**src/rtl/tsyn_pkg.sv**
```systemverilog
package tsyn_pkg;

  localparam int BYTE_W  = 8;
  localparam int PORT_W  = 6;
  localparam int CTL_W   = 7;
  localparam logic [4:0] ADDR_HEAD = 5'b11000;

  typedef enum logic [2:0] {
    BS_IDLE,
    BS_ADDR,
    BS_AACK,
    BS_WBYTE,
    BS_WACK,
    BS_RBYTE,
    BS_RACK
  } bus_state_e;

  typedef enum logic [1:0] {
    PR_NONE,
    PR_DIV,
    PR_CTL
  } pair_e;

  typedef struct packed {
    logic       cp_hi;
    logic       tst_en;
    logic       cp_off;
    logic [2:0] ref_sel;
    logic       drv_off;
  } ctl_t;

  function automatic logic [2:0] adc_code(input logic [3:0] cmp);
    logic [2:0] code;
    code = 3'd0;
    for (int k = 0; k < 4; k++) begin
      if (cmp[k]) code = 3'(k + 1);
    end
    return code;
  endfunction

endpackage

```
**src/rtl/tsyn_line_filter.sv**
```systemverilog
module tsyn_line_filter #(
  parameter int SYNC_STAGES = 2,
  parameter int FILT_LEN    = 3
) (
  input  logic clk,
  input  logic rst_n,
  input  logic line_i,
  output logic line_o
);

  logic [SYNC_STAGES-1:0] sync_q, sync_d;
  logic [FILT_LEN-1:0]    hist_q, hist_d;
  logic                   out_q, out_d;

  always_comb begin
    sync_d = {sync_q[SYNC_STAGES-2:0], line_i};
    hist_d = {hist_q[FILT_LEN-2:0], sync_q[SYNC_STAGES-1]};
    out_d  = out_q;
    if (&hist_q)       out_d = 1'b1;
    else if (~|hist_q) out_d = 1'b0;
  end

  always_ff @(posedge clk or negedge rst_n) begin
    if (!rst_n) begin
      sync_q <= '1;
      hist_q <= '1;
      out_q  <= 1'b1;
    end else begin
      sync_q <= sync_d;
      hist_q <= hist_d;
      out_q  <= out_d;
    end
  end

  assign line_o = out_q;

endmodule

```
**src/rtl/tsyn_bus_engine.sv**
```systemverilog
module tsyn_bus_engine
  import tsyn_pkg::*;
(
  input  logic              clk,
  input  logic              rst_n,
  input  logic              scl_f,
  input  logic              sda_f,
  input  logic [6:0]        dev_addr,
  input  logic [BYTE_W-1:0] status,
  output logic              sda_oe,
  output logic              byte_stb,
  output logic [BYTE_W-1:0] byte_dat,
  output logic              seq_abort,
  output logic              por_clr
);

  localparam int CNT_W = $clog2(BYTE_W + 1);
  localparam logic [CNT_W-1:0] CNT_FULL = CNT_W'(BYTE_W);
  localparam logic [CNT_W-1:0] CNT_LAST = CNT_W'(BYTE_W - 1);

  bus_state_e        st_q, st_d;
  logic [CNT_W-1:0]  cnt_q, cnt_d;
  logic [BYTE_W-1:0] sh_q, sh_d;
  logic              oe_q, oe_d;
  logic              rd_q, rd_d;
  logic              mack_q, mack_d;
  logic              scl_q, sda_q;

  logic start_c, stop_c, rise_c, fall_c;

  assign start_c = scl_f & scl_q & sda_q & ~sda_f;
  assign stop_c  = scl_f & scl_q & ~sda_q & sda_f;
  assign rise_c  = scl_f & ~scl_q;
  assign fall_c  = ~scl_f & scl_q;

  always_comb begin
    st_d      = st_q;
    cnt_d     = cnt_q;
    sh_d      = sh_q;
    oe_d      = oe_q;
    rd_d      = rd_q;
    mack_d    = mack_q;
    byte_stb  = 1'b0;
    seq_abort = 1'b0;
    por_clr   = 1'b0;
    if (start_c) begin
      st_d      = BS_ADDR;
      cnt_d     = '0;
      oe_d      = 1'b0;
      seq_abort = 1'b1;
    end else if (stop_c) begin
      st_d      = BS_IDLE;
      oe_d      = 1'b0;
      seq_abort = 1'b1;
      por_clr   = rd_q;
      rd_d      = 1'b0;
    end else begin
      unique case (st_q)
        BS_ADDR, BS_WBYTE: begin
          if (rise_c && cnt_q != CNT_FULL) begin
            sh_d  = {sh_q[BYTE_W-2:0], sda_f};
            cnt_d = cnt_q + 1'b1;
          end else if (fall_c && cnt_q == CNT_FULL) begin
            if (st_q == BS_WBYTE) begin
              byte_stb = 1'b1;
              oe_d     = 1'b1;
              st_d     = BS_WACK;
            end else if (sh_q[BYTE_W-1:1] == dev_addr) begin
              oe_d = 1'b1;
              st_d = BS_AACK;
            end else begin
              st_d = BS_IDLE;
            end
          end
        end
        BS_AACK: begin
          if (fall_c) begin
            cnt_d = '0;
            if (sh_q[0]) begin
              st_d = BS_RBYTE;
              sh_d = status;
              oe_d = ~status[BYTE_W-1];
              rd_d = 1'b1;
            end else begin
              st_d = BS_WBYTE;
              oe_d = 1'b0;
            end
          end
        end
        BS_WACK: begin
          if (fall_c) begin
            oe_d  = 1'b0;
            cnt_d = '0;
            st_d  = BS_WBYTE;
          end
        end
        BS_RBYTE: begin
          if (fall_c) begin
            if (cnt_q == CNT_LAST) begin
              oe_d = 1'b0;
              st_d = BS_RACK;
            end else begin
              sh_d  = {sh_q[BYTE_W-2:0], 1'b0};
              oe_d  = ~sh_q[BYTE_W-2];
              cnt_d = cnt_q + 1'b1;
            end
          end
        end
        BS_RACK: begin
          if (rise_c) begin
            mack_d = ~sda_f;
          end else if (fall_c) begin
            if (mack_q) begin
              st_d  = BS_RBYTE;
              sh_d  = status;
              oe_d  = ~status[BYTE_W-1];
              cnt_d = '0;
            end else begin
              st_d = BS_IDLE;
              oe_d = 1'b0;
            end
          end
        end
        default: begin
          st_d = st_q;
        end
      endcase
    end
  end

  always_ff @(posedge clk or negedge rst_n) begin
    if (!rst_n) begin
      st_q   <= BS_IDLE;
      cnt_q  <= '0;
      sh_q   <= '0;
      oe_q   <= 1'b0;
      rd_q   <= 1'b0;
      mack_q <= 1'b0;
      scl_q  <= 1'b1;
      sda_q  <= 1'b1;
    end else begin
      st_q   <= st_d;
      cnt_q  <= cnt_d;
      sh_q   <= sh_d;
      oe_q   <= oe_d;
      rd_q   <= rd_d;
      mack_q <= mack_d;
      scl_q  <= scl_f;
      sda_q  <= sda_f;
    end
  end

  assign sda_oe   = oe_q;
  assign byte_dat = sh_q;

endmodule

```
**src/rtl/tsyn_reg_bank.sv**
```systemverilog
module tsyn_reg_bank
  import tsyn_pkg::*;
#(
  parameter int DIV_W = 15
) (
  input  logic              clk,
  input  logic              rst_n,
  input  logic              byte_stb,
  input  logic [BYTE_W-1:0] byte_dat,
  input  logic              seq_abort,
  input  logic              por_clr,
  input  logic              por_evt,
  output logic [DIV_W-1:0]  div_word,
  output ctl_t              ctl,
  output logic [PORT_W-1:0] port_lat,
  output logic              por_flag
);

  localparam int HI_W = DIV_W - BYTE_W;

  pair_e             pr_q, pr_d;
  logic [HI_W-1:0]   hold_q;
  logic [DIV_W-1:0]  div_q;
  ctl_t              ctl_q;
  logic [PORT_W-1:0] port_q;
  logic              por_q, por_d;
  logic              hold_en, div_en, ctl_en, port_en;

  always_comb begin
    pr_d    = pr_q;
    hold_en = 1'b0;
    div_en  = 1'b0;
    ctl_en  = 1'b0;
    port_en = 1'b0;
    if (seq_abort) begin
      pr_d = PR_NONE;
    end else if (byte_stb) begin
      unique case (pr_q)
        PR_DIV: begin
          div_en = 1'b1;
          pr_d   = PR_NONE;
        end
        PR_CTL: begin
          port_en = 1'b1;
          pr_d    = PR_NONE;
        end
        default: begin
          if (byte_dat[BYTE_W-1]) begin
            ctl_en = 1'b1;
            pr_d   = PR_CTL;
          end else begin
            hold_en = 1'b1;
            pr_d    = PR_DIV;
          end
        end
      endcase
    end
    por_d = por_q;
    if (por_evt)      por_d = 1'b1;
    else if (por_clr) por_d = 1'b0;
  end

  always_ff @(posedge clk or negedge rst_n) begin
    if (!rst_n) begin
      pr_q   <= PR_NONE;
      hold_q <= '0;
      div_q  <= '0;
      ctl_q  <= '0;
      port_q <= '0;
      por_q  <= 1'b1;
    end else begin
      pr_q  <= pr_d;
      por_q <= por_d;
      if (hold_en) hold_q <= byte_dat[HI_W-1:0];
      if (div_en)  div_q  <= {hold_q, byte_dat};
      if (ctl_en)  ctl_q  <= ctl_t'(byte_dat[CTL_W-1:0]);
      if (port_en) port_q <= {byte_dat[BYTE_W-1:3], byte_dat[0]};
    end
  end

  assign div_word = div_q;
  assign ctl      = ctl_q;
  assign port_lat = port_q;
  assign por_flag = por_q;

endmodule

```
**src/rtl/tsyn_i2c_ctrl.sv**
```systemverilog
module tsyn_i2c_ctrl
  import tsyn_pkg::*;
#(
  parameter int SYNC_STAGES = 2,
  parameter int FILT_LEN    = 3,
  parameter int DIV_W       = 15
) (
  input  logic              clk,
  input  logic              rst_n,
  input  logic              scl_i,
  input  logic              sda_i,
  output logic              sda_oe,
  input  logic [1:0]        addr_sel,
  input  logic              lock_i,
  input  logic [2:0]        port_in,
  input  logic [3:0]        adc_cmp,
  input  logic              por_evt_i,
  output logic [DIV_W-1:0]  div_word,
  output logic              cp_hi,
  output logic              tst_en,
  output logic              cp_off,
  output logic [2:0]        ref_sel,
  output logic              drv_off,
  output logic [PORT_W-1:0] port_q,
  output logic              por_flag
);

  localparam int LINES = 2;

  logic [LINES-1:0]  raw_l, filt_l;
  logic              scl_f, sda_f;
  logic [6:0]        dev_addr;
  logic [BYTE_W-1:0] status;
  logic              byte_stb, seq_abort, por_clr;
  logic [BYTE_W-1:0] byte_dat;
  ctl_t              ctl;
  logic [PORT_W-1:0] port_lat;

  assign raw_l = {scl_i, sda_i};

  for (genvar g = 0; g < LINES; g++) begin : g_line
    tsyn_line_filter #(
      .SYNC_STAGES(SYNC_STAGES),
      .FILT_LEN   (FILT_LEN)
    ) u_filt (
      .clk   (clk),
      .rst_n (rst_n),
      .line_i(raw_l[g]),
      .line_o(filt_l[g])
    );
  end

  assign scl_f    = filt_l[1];
  assign sda_f    = filt_l[0];
  assign dev_addr = {ADDR_HEAD, addr_sel};
  assign status   = {por_flag, lock_i, port_in, adc_code(adc_cmp)};

  tsyn_bus_engine u_eng (
    .clk      (clk),
    .rst_n    (rst_n),
    .scl_f    (scl_f),
    .sda_f    (sda_f),
    .dev_addr (dev_addr),
    .status   (status),
    .sda_oe   (sda_oe),
    .byte_stb (byte_stb),
    .byte_dat (byte_dat),
    .seq_abort(seq_abort),
    .por_clr  (por_clr)
  );

  tsyn_reg_bank #(
    .DIV_W(DIV_W)
  ) u_bank (
    .clk      (clk),
    .rst_n    (rst_n),
    .byte_stb (byte_stb),
    .byte_dat (byte_dat),
    .seq_abort(seq_abort),
    .por_clr  (por_clr),
    .por_evt  (por_evt_i),
    .div_word (div_word),
    .ctl      (ctl),
    .port_lat (port_lat),
    .por_flag (por_flag)
  );

  assign cp_hi   = ctl.cp_hi;
  assign tst_en  = ctl.tst_en;
  assign cp_off  = ctl.cp_off;
  assign ref_sel = ctl.ref_sel;
  assign drv_off = ctl.drv_off;
  assign port_q  = por_flag ? '0 : port_lat;

endmodule

```
**config.mk**
```make
export PLATFORM = sky130hd
export DESIGN_NAME = tsyn_i2c_ctrl
export DESIGN_NICKNAME = d
export VERILOG_FILES = /design/src/rtl/tsyn_pkg.sv /design/src/rtl/tsyn_line_filter.sv /design/src/rtl/tsyn_bus_engine.sv /design/src/rtl/tsyn_reg_bank.sv /design/src/rtl/tsyn_i2c_ctrl.sv
export SDC_FILE = /design/constraint.sdc
export NUM_CORES = 1
export LEC_CHECK = 0
export ABC_AREA = 1
export BUFFER_PORTS_ARGS = -buffer_cell sky130_fd_sc_hd__buf_4
export CAP_MARGIN = 20
export CORE_ASPECT_RATIO = 0.6
export CORE_MARGIN = 2
export CORE_UTILIZATION = 60
export CTS_BUF_LIST = sky130_fd_sc_hd__clkbuf_4 sky130_fd_sc_hd__clkbuf_8
export CTS_CLUSTER_DIAMETER = 50
export CTS_CLUSTER_SIZE = 8
export DETAILED_ROUTE_END_ITERATION = 10
export GPL_TIMING_DRIVEN = 1
export PLACE_DENSITY = 0.82
export SLEW_MARGIN = 15
export SYNTH_ARGS = -nofsm -noshare
export SYNTH_HDL_FRONTEND = slang
export SYNTH_SLANG_ARGS = --single-unit
```
**constraint.sdc**
```tcl
create_clock -name clk -period 1.74 [get_ports clk]
set_input_delay 0.348 -clock clk [delete_from_list [all_inputs] [get_ports clk]]
set_output_delay 0.348 -clock clk [all_outputs]
set_load 0.005 [all_outputs]
```
### After elaboration in Yosys (flattened, before gate mapping)

Cells that the tools add are included.

* register bits: 70
* input bits: 15
* output and inout bits: 30
* logic and storage cells: 196

* $add $sub $neg: 1
* equal/unequal tests: 39
* muxes and demuxes: 92
* bitwise gates (word level): 15
* reduce and logical (&&, ||, !) cells: 24

Operators by type and width (count)
* two-way mux 8 bit: 8
* two-way mux 1 bit: 49
* two-way mux 3 bit: 16
* two-way mux 4 bit: 9
* case mux 8 bit (4 select lines): 1
* AND reduction 9 bit: 3
* != test 4 x 1 -> 1 bit, second input constant: 6
* != test 2 x 1 -> 1 bit, second input constant: 9
* case mux 4 bit (4 select lines): 1
* != test 3 x 1 -> 1 bit, second input constant: 5
* case mux 3 bit (5 select lines): 1
* AND reduction 11 bit: 1
* two-way mux 2 bit: 5
* AND reduction 10 bit: 1
* nonzero test 2 bit: 5
* equality test 3 bit, second input constant: 3
* != test 4 x 2 -> 1 bit, second input constant: 2
* NOT 1 bit: 8
* AND reduction 4 bit: 2
* bitwise AND 1 bit: 7
* equality test 7 bit: 1
* nonzero test 7 bit: 1
* equality test 3 x 2 -> 1 bit, second input constant: 2
* two-way mux 6 bit: 1
* 17 further kinds: 24

### Longest topological paths before layout

* depth after elaboration: 10
* mapped depth: 12
* depth with buffers taken out: 12

### Cells and area by module

Synthesis repeated with hierarchy kept, for this count alone.

* cells, all modules: 446
* area total of the unflattened synthesis: 3552.2 um2

Modules (own cells, without submodules)
* tsyn_reg_bank: times used 1, cells an instance 172, area each 1555.2 um2, seq. area each 952.2 um2
* tsyn_bus_engine: times used 1, cells an instance 227, area each 1539.0 um2, seq. area each 503.0 um2
* tsyn_line_filter: times used 2, cells an instance 14, area each 188.9 um2, seq. area each 157.7 um2
* tsyn_i2c_ctrl: times used 1, cells an instance 19, area each 80.1 um2, seq. area each 0.0 um2

### Worst setup path before layout

No wires, ideal clock.

* path type: flip-flop to flip-flop
* start point: reg u_eng.cnt_q[0]
* end point: reg u_bank.div_q[2], in the netlist u_bank.div_word[2]
* setup time: 0.119 ns
* data arrival time: 1.405 ns
* data required time: 1.621 ns
* slack: 0.216 ns
* stages on the path, launching flop included: 12
* path buffers: 1
* clock period less this slack: 1.524 ns
* cells stage by stage: dfrtp_1 inv_1 ha_1 nand2_1 nor2_2 nand2_2 nor2_8 inv_6 nor2_8 buf_6 nand2_1 o21a_1

* cells in the longest elaborated chain, start to end: 9
* elaborated cells on any way between the ends: 11
* those cells by class: 2 x eq/ne; 7 x mux; 2 x reduce/logical

RTL lines
* from (decl): line tsyn_bus_engine.sv:22 `logic [CNT_W-1:0] cnt_q, cnt_d;`
* from (signal assigned): line tsyn_bus_engine.sv:143 `cnt_q <= cnt_d;`
* equality test 4 bit: line tsyn_bus_engine.sv:63 `end else if (fall_c && cnt_q == CNT_FULL) begin`
* logical AND 1 bit: line tsyn_bus_engine.sv:63
* two-way mux 1 bit: line tsyn_bus_engine.sv:63
* two-way mux 1 bit (*): line tsyn_bus_engine.sv:60 `if (rise_c && cnt_q != CNT_FULL) begin`
* two-way mux 1 bit (*): line tsyn_bus_engine.sv:58 `unique case (st_q)`
* two-way mux 1 bit (*): line tsyn_bus_engine.sv:51 `end else if (stop_c) begin`
* two-way mux 1 bit (*): line tsyn_bus_engine.sv:46 `if (start_c) begin`
* two-way mux 1 bit (*): line tsyn_reg_bank.sv:37 `end else if (byte_stb) begin`
* two-way mux 1 bit (*): line tsyn_reg_bank.sv:35 `if (seq_abort) begin`
* to (signal assigned): line tsyn_reg_bank.sv:75 `if (div_en) div_q <= {hold_q, byte_dat};`
* to (decl): line tsyn_reg_bank.sv:23 `logic [DIV_W-1:0] div_q;`

Mark *: on every way between the ends. The rest lies on a longest branch, timed or not.
A chain may end at the register's enable or synchronous reset.

### Worst setup path after layout

* start point: reg u_eng.cnt_q[0]
* end point: reg u_bank.div_q[6], in the netlist u_bank.div_word[6]

Same word-level chain as after synthesis.

==> results.md <==
* Cells after DPL at 486
* Leakage power at just over 2 nW
* Clock-pin slew on the worst setup and hold paths at 70 ps
* DR vias/cell at about 5.5
* Filler Cells Inserted at a little over 400
* Clock Path Buffers at 2
* Largest net degree at the start of global routing at 48
* DPL Wire Length at approximately 5500 µm
* Post-synthesis adder-cell area fraction at 1.48%
* Worst R2R Path Depth at 10
* Number of global-route vias before repair at ~2500
* Required @ worst endpoint at between 1500 and 2000 ps
* Critical path's slowest cell: dfrtp_1
* TritonRoute pass-1 iters at 5
* Count of final setup violators at 0
* Met3 WL post-DR at 652 µm
* H-tree depth at 3
* R2r endpoint: u_bank.div_word[6]
* Worst Clk Skew at slightly above 9 ps
* Worst reg2reg setup slack at roughly 19 ps
* Die Ht at roughly 62 µm
* Syn Area/Cell at 9.00 µm²
* Ys Warns at 0
* Ant diodes at 0
* Final cell count without fillers at slightly above 500
* Tot GR Track Use at roughly a quarter
* Top sig layer: met4
* Routed metal-1 wirelength at about 3800 µm
* Worst Hold Path EP: g_line[1].u_filt.sync_q[0]
* Period Utilization, post-route at between 90% and 100%
* Via count at around 2800
* Synth top area share at roughly 41%
* Die area at 0.00626 mm²
* Crit. End Element: flip-flop
* Compound-gate portion of the synthesized area at under 10%
* Initial DRC Count at roughly 190
* Sequential cell area at around 0.0018 mm²
* Maxcap violations at 0
* Cell area after synthesis at roughly 0.0034 mm²
* Reg-to-Reg Start: u_eng.cnt_q[0]
* Mux contribution to synthesized area at 0%
* Met2 WL at about 3300 µm
* Num rows at 21
* Critical path startpoint category: flip-flop
* Largest family of logic cells by synthesized area: simple AND/OR/NAND/NOR gates
* Synth Area in Simple Gates at around 28%
* Fin. Hold Viols at 0
* Critical path type: flip-flop to flip-flop
* Port buffer count at between 40 and 50
* Max-slew violations at 0
* IO Pins at 45
* Tmin final at 1720 ps
* Tot Pwr at around 5.2 mW
* Class of the worst hold path: input port to flip-flop
* Gr ovfl total at 0
* ANT nets after route at 0
* F_max at around 0.58 GHz
* Register bit total from synthesis at 70
* Clock Sinks at 70
* Worst Hold Launch: scl_i
* Top area cells in the synthesized netlist: dfrtp_1 41%, dfstp_2 12%, nand2_1 12%
* Share of synthesized flip-flops with an asynchronous set or reset at 100%
* Antenna violations before repair at 0
* # DRC at 0
* Slew @ Worst Pin at ~650 ps
* Unrepaired setup endpoints after global routing: yes
* First-pass GRT wire length at about 12000 µm
* Syn_nets at 394
* Area growth from synthesis to layout at 20.2%
* CP Max Fanout at 14
* Multi-input logic area at 0.00143 mm²
* Worst-Skew Late Latency at roughly 350 ps
* Status: finished clean
* WHS Path Cells at 1
* CP max stage delay at 430 ps
* Gpl congestion at 0.938
* Final Instance Area at approximately 0.0041 mm²
* Post-synth top flop: dfrtp_1
* Die Wd at slightly above 100 µm
* Cells along the critical path: inv_1, ha_1, nand2_1, nor2_2, nand2_2, nor2_8, inv_8, nor2_8, nand2_1, o21a_1
* Top cell type by total area after synthesis: dfrtp_1
* Worst slack, placed at -34.1 ps
* Register area share after synthesis at 52.5%
* Root Buffer: clkbuf_8
* Pwr dens at approximately 1300 mW/mm²
* Core ar. at 0.00549 mm²
* Placed inst area at about 0.0038 mm²
* Avg WL per Cell at around 15 µm
* Total Wirelength at ~8000 µm
* Max-slew headroom at a little under three fifths
* Maximum VDD drop at 0.645 mV
* Final setup TNS at 0 ps
* Post-Syn Instances at 375
* TritonCTS clock tree: done
* PnR worst setup slack at ~19 ps
* Starting Density at roughly three fifths
* Final #Nets at ~450
* CTS Buf Count at 9
* WP data arrival at slightly below 2000 ps
* Layout cells sized above 1 at between 20 and 30%
* Unique masters post-synth at 36
* Post-synthesis xor/xnor area fraction at less than 1%
* Number of enable flip-flop cells after synthesis at 0
-- worst max-delay path: cells and delay by family, from the launching register on --
kind            cells  cell delay (ps)
simple gates        6              720
flops               1              430
buf+inv             2              200
fa+ha+maj           1              150
compound gates      1              120
-- how the worst max path moves through the flow --
| stage | cells after the start | slack, ps | from | to |
|---|---|---|---|---|
| floorplan | 11 | 220 | u_eng.cnt_q[0] | u_bank.div_word[2] |
| global placement | 10 | 20 | u_eng.cnt_q[0] | u_bank.div_word[0] |
| detailed placement | 10 | -30 | u_eng.cnt_q[0] | u_bank.div_word[6] |
| CTS | 10 | 7 | u_eng.cnt_q[0] | u_bank.div_word[6] |
| global route | 10 | -70 | u_eng.cnt_q[0] | u_bank.div_word[6] |
| finish | 10 | 20 | u_eng.cnt_q[0] | u_bank.div_word[6] |
-- cells in the mapped netlist, types with 3 or more instances --
cell     number
nand3_1      27
o21ai_1      15
nand4_1       5
inv_1        34
inv_2         3
dfrtp_1      55
ha_1          4
nor2_4        4
dfstp_2      15
nor2_8        3
nand2_2       9
o21a_1        8
a21oi_1       9
buf_6         6
o21ai_0      23
nor2_1       21
nand2_1     105
nor2_2        6
-- metrics by stage --
stage | utilization, % | hold WS, ps
after floorplan | - | 52.4
after global placement | 68.6 | 265
after detailed placement | 68.6 | 265
after CTS | 72.5 | 98.3
after global routing | 73.8 | 90.1
final | 73.8 | 107
-- cell families (layout without fill, tap and decap cells) --
family                     after synthesis  after routing
AOI/OAI and AO/OA                       60             60
xor gates and xnor gates                 3              3
adders and majority gates                4              4
buffers and inverters                   47            107
DFF                                     70             70
and+or+nand+nor                        191            195
-- timing repair --
item	in CTS	in global routing
cloned	1	3
buffers inserted	0	2
hold buffers	1	0
endpoints found under the setup margin	7	42
endpoints found under the hold margin	22	0
resized for setup	0	11
pin swaps	1	4
-- flip-flops by register name (all words and copies together), names as in the netlist, 4 cells and up --
signal,cells
u_bank.port_lat,6
g_line.u_filt.hist_q,6
u_bank.hold_q,7
u_bank.div_word,15
u_bank.ctl,7
u_eng.cnt_q,4
g_line.u_filt.sync_q,4
u_eng.byte_dat,8
-- metal layers --
| metal | vias up | track usage (%) |
|---|---|---|
| met5 | - | 0 |
| met1 | 1340 | 39.7 |
| met4 | 0 | 7.44 |
| li1 | 1334 | - |
| met3 | 8 | 9.17 |
| met2 | 124 | 35.9 |
-- power by group --
group	switching, mW	internal [mW]	leakage (nW)	total, mW
Clock	0.583	0.704	0.0986	1.29
Combinational	1.19	0.622	1.03	1.81
Sequential	0.288	1.85	0.904	2.14
Total	2.06	3.18	2.03	5.23
-- cell usage in the layout, fill, tap and decap left out, types with 2 or more instances in the layout --
master    synthesis  final
nand2_1         105    105
dfrtp_1          55     53
buf_4             1     51
inv_1            34     34
nand3_1          27     27
o21ai_0          23     21
nor2_1           21     20
o21ai_1          15     17
dfstp_2          15     15
nor2_4            4     10
clkbuf_8          0     10
a21oi_1           9      9
nand2_2           9      9
o21a_1            8      8
nor2_2            6      5
nand4_1           5      5
ha_1              4      4
inv_2             3      3
nand3_4           2      3
nor2_8            3      3
nand2_4           2      2
nor3_1            2      2
xnor2_1           2      2
clkinv_2          0      2
dfrtp_2           0      2
-- final cells by class --
type                    instances  area share (%)
clock inverters                 4            1.17
flip-flops and latches         70            43.7
multi-input cells             262            35.4
inverters                      39            3.86
clock buffers                  11            3.58
well taps                      69            2.13
repair buffers                 53            10.2
No activity file was read; power rests on OpenSTA's default activity.
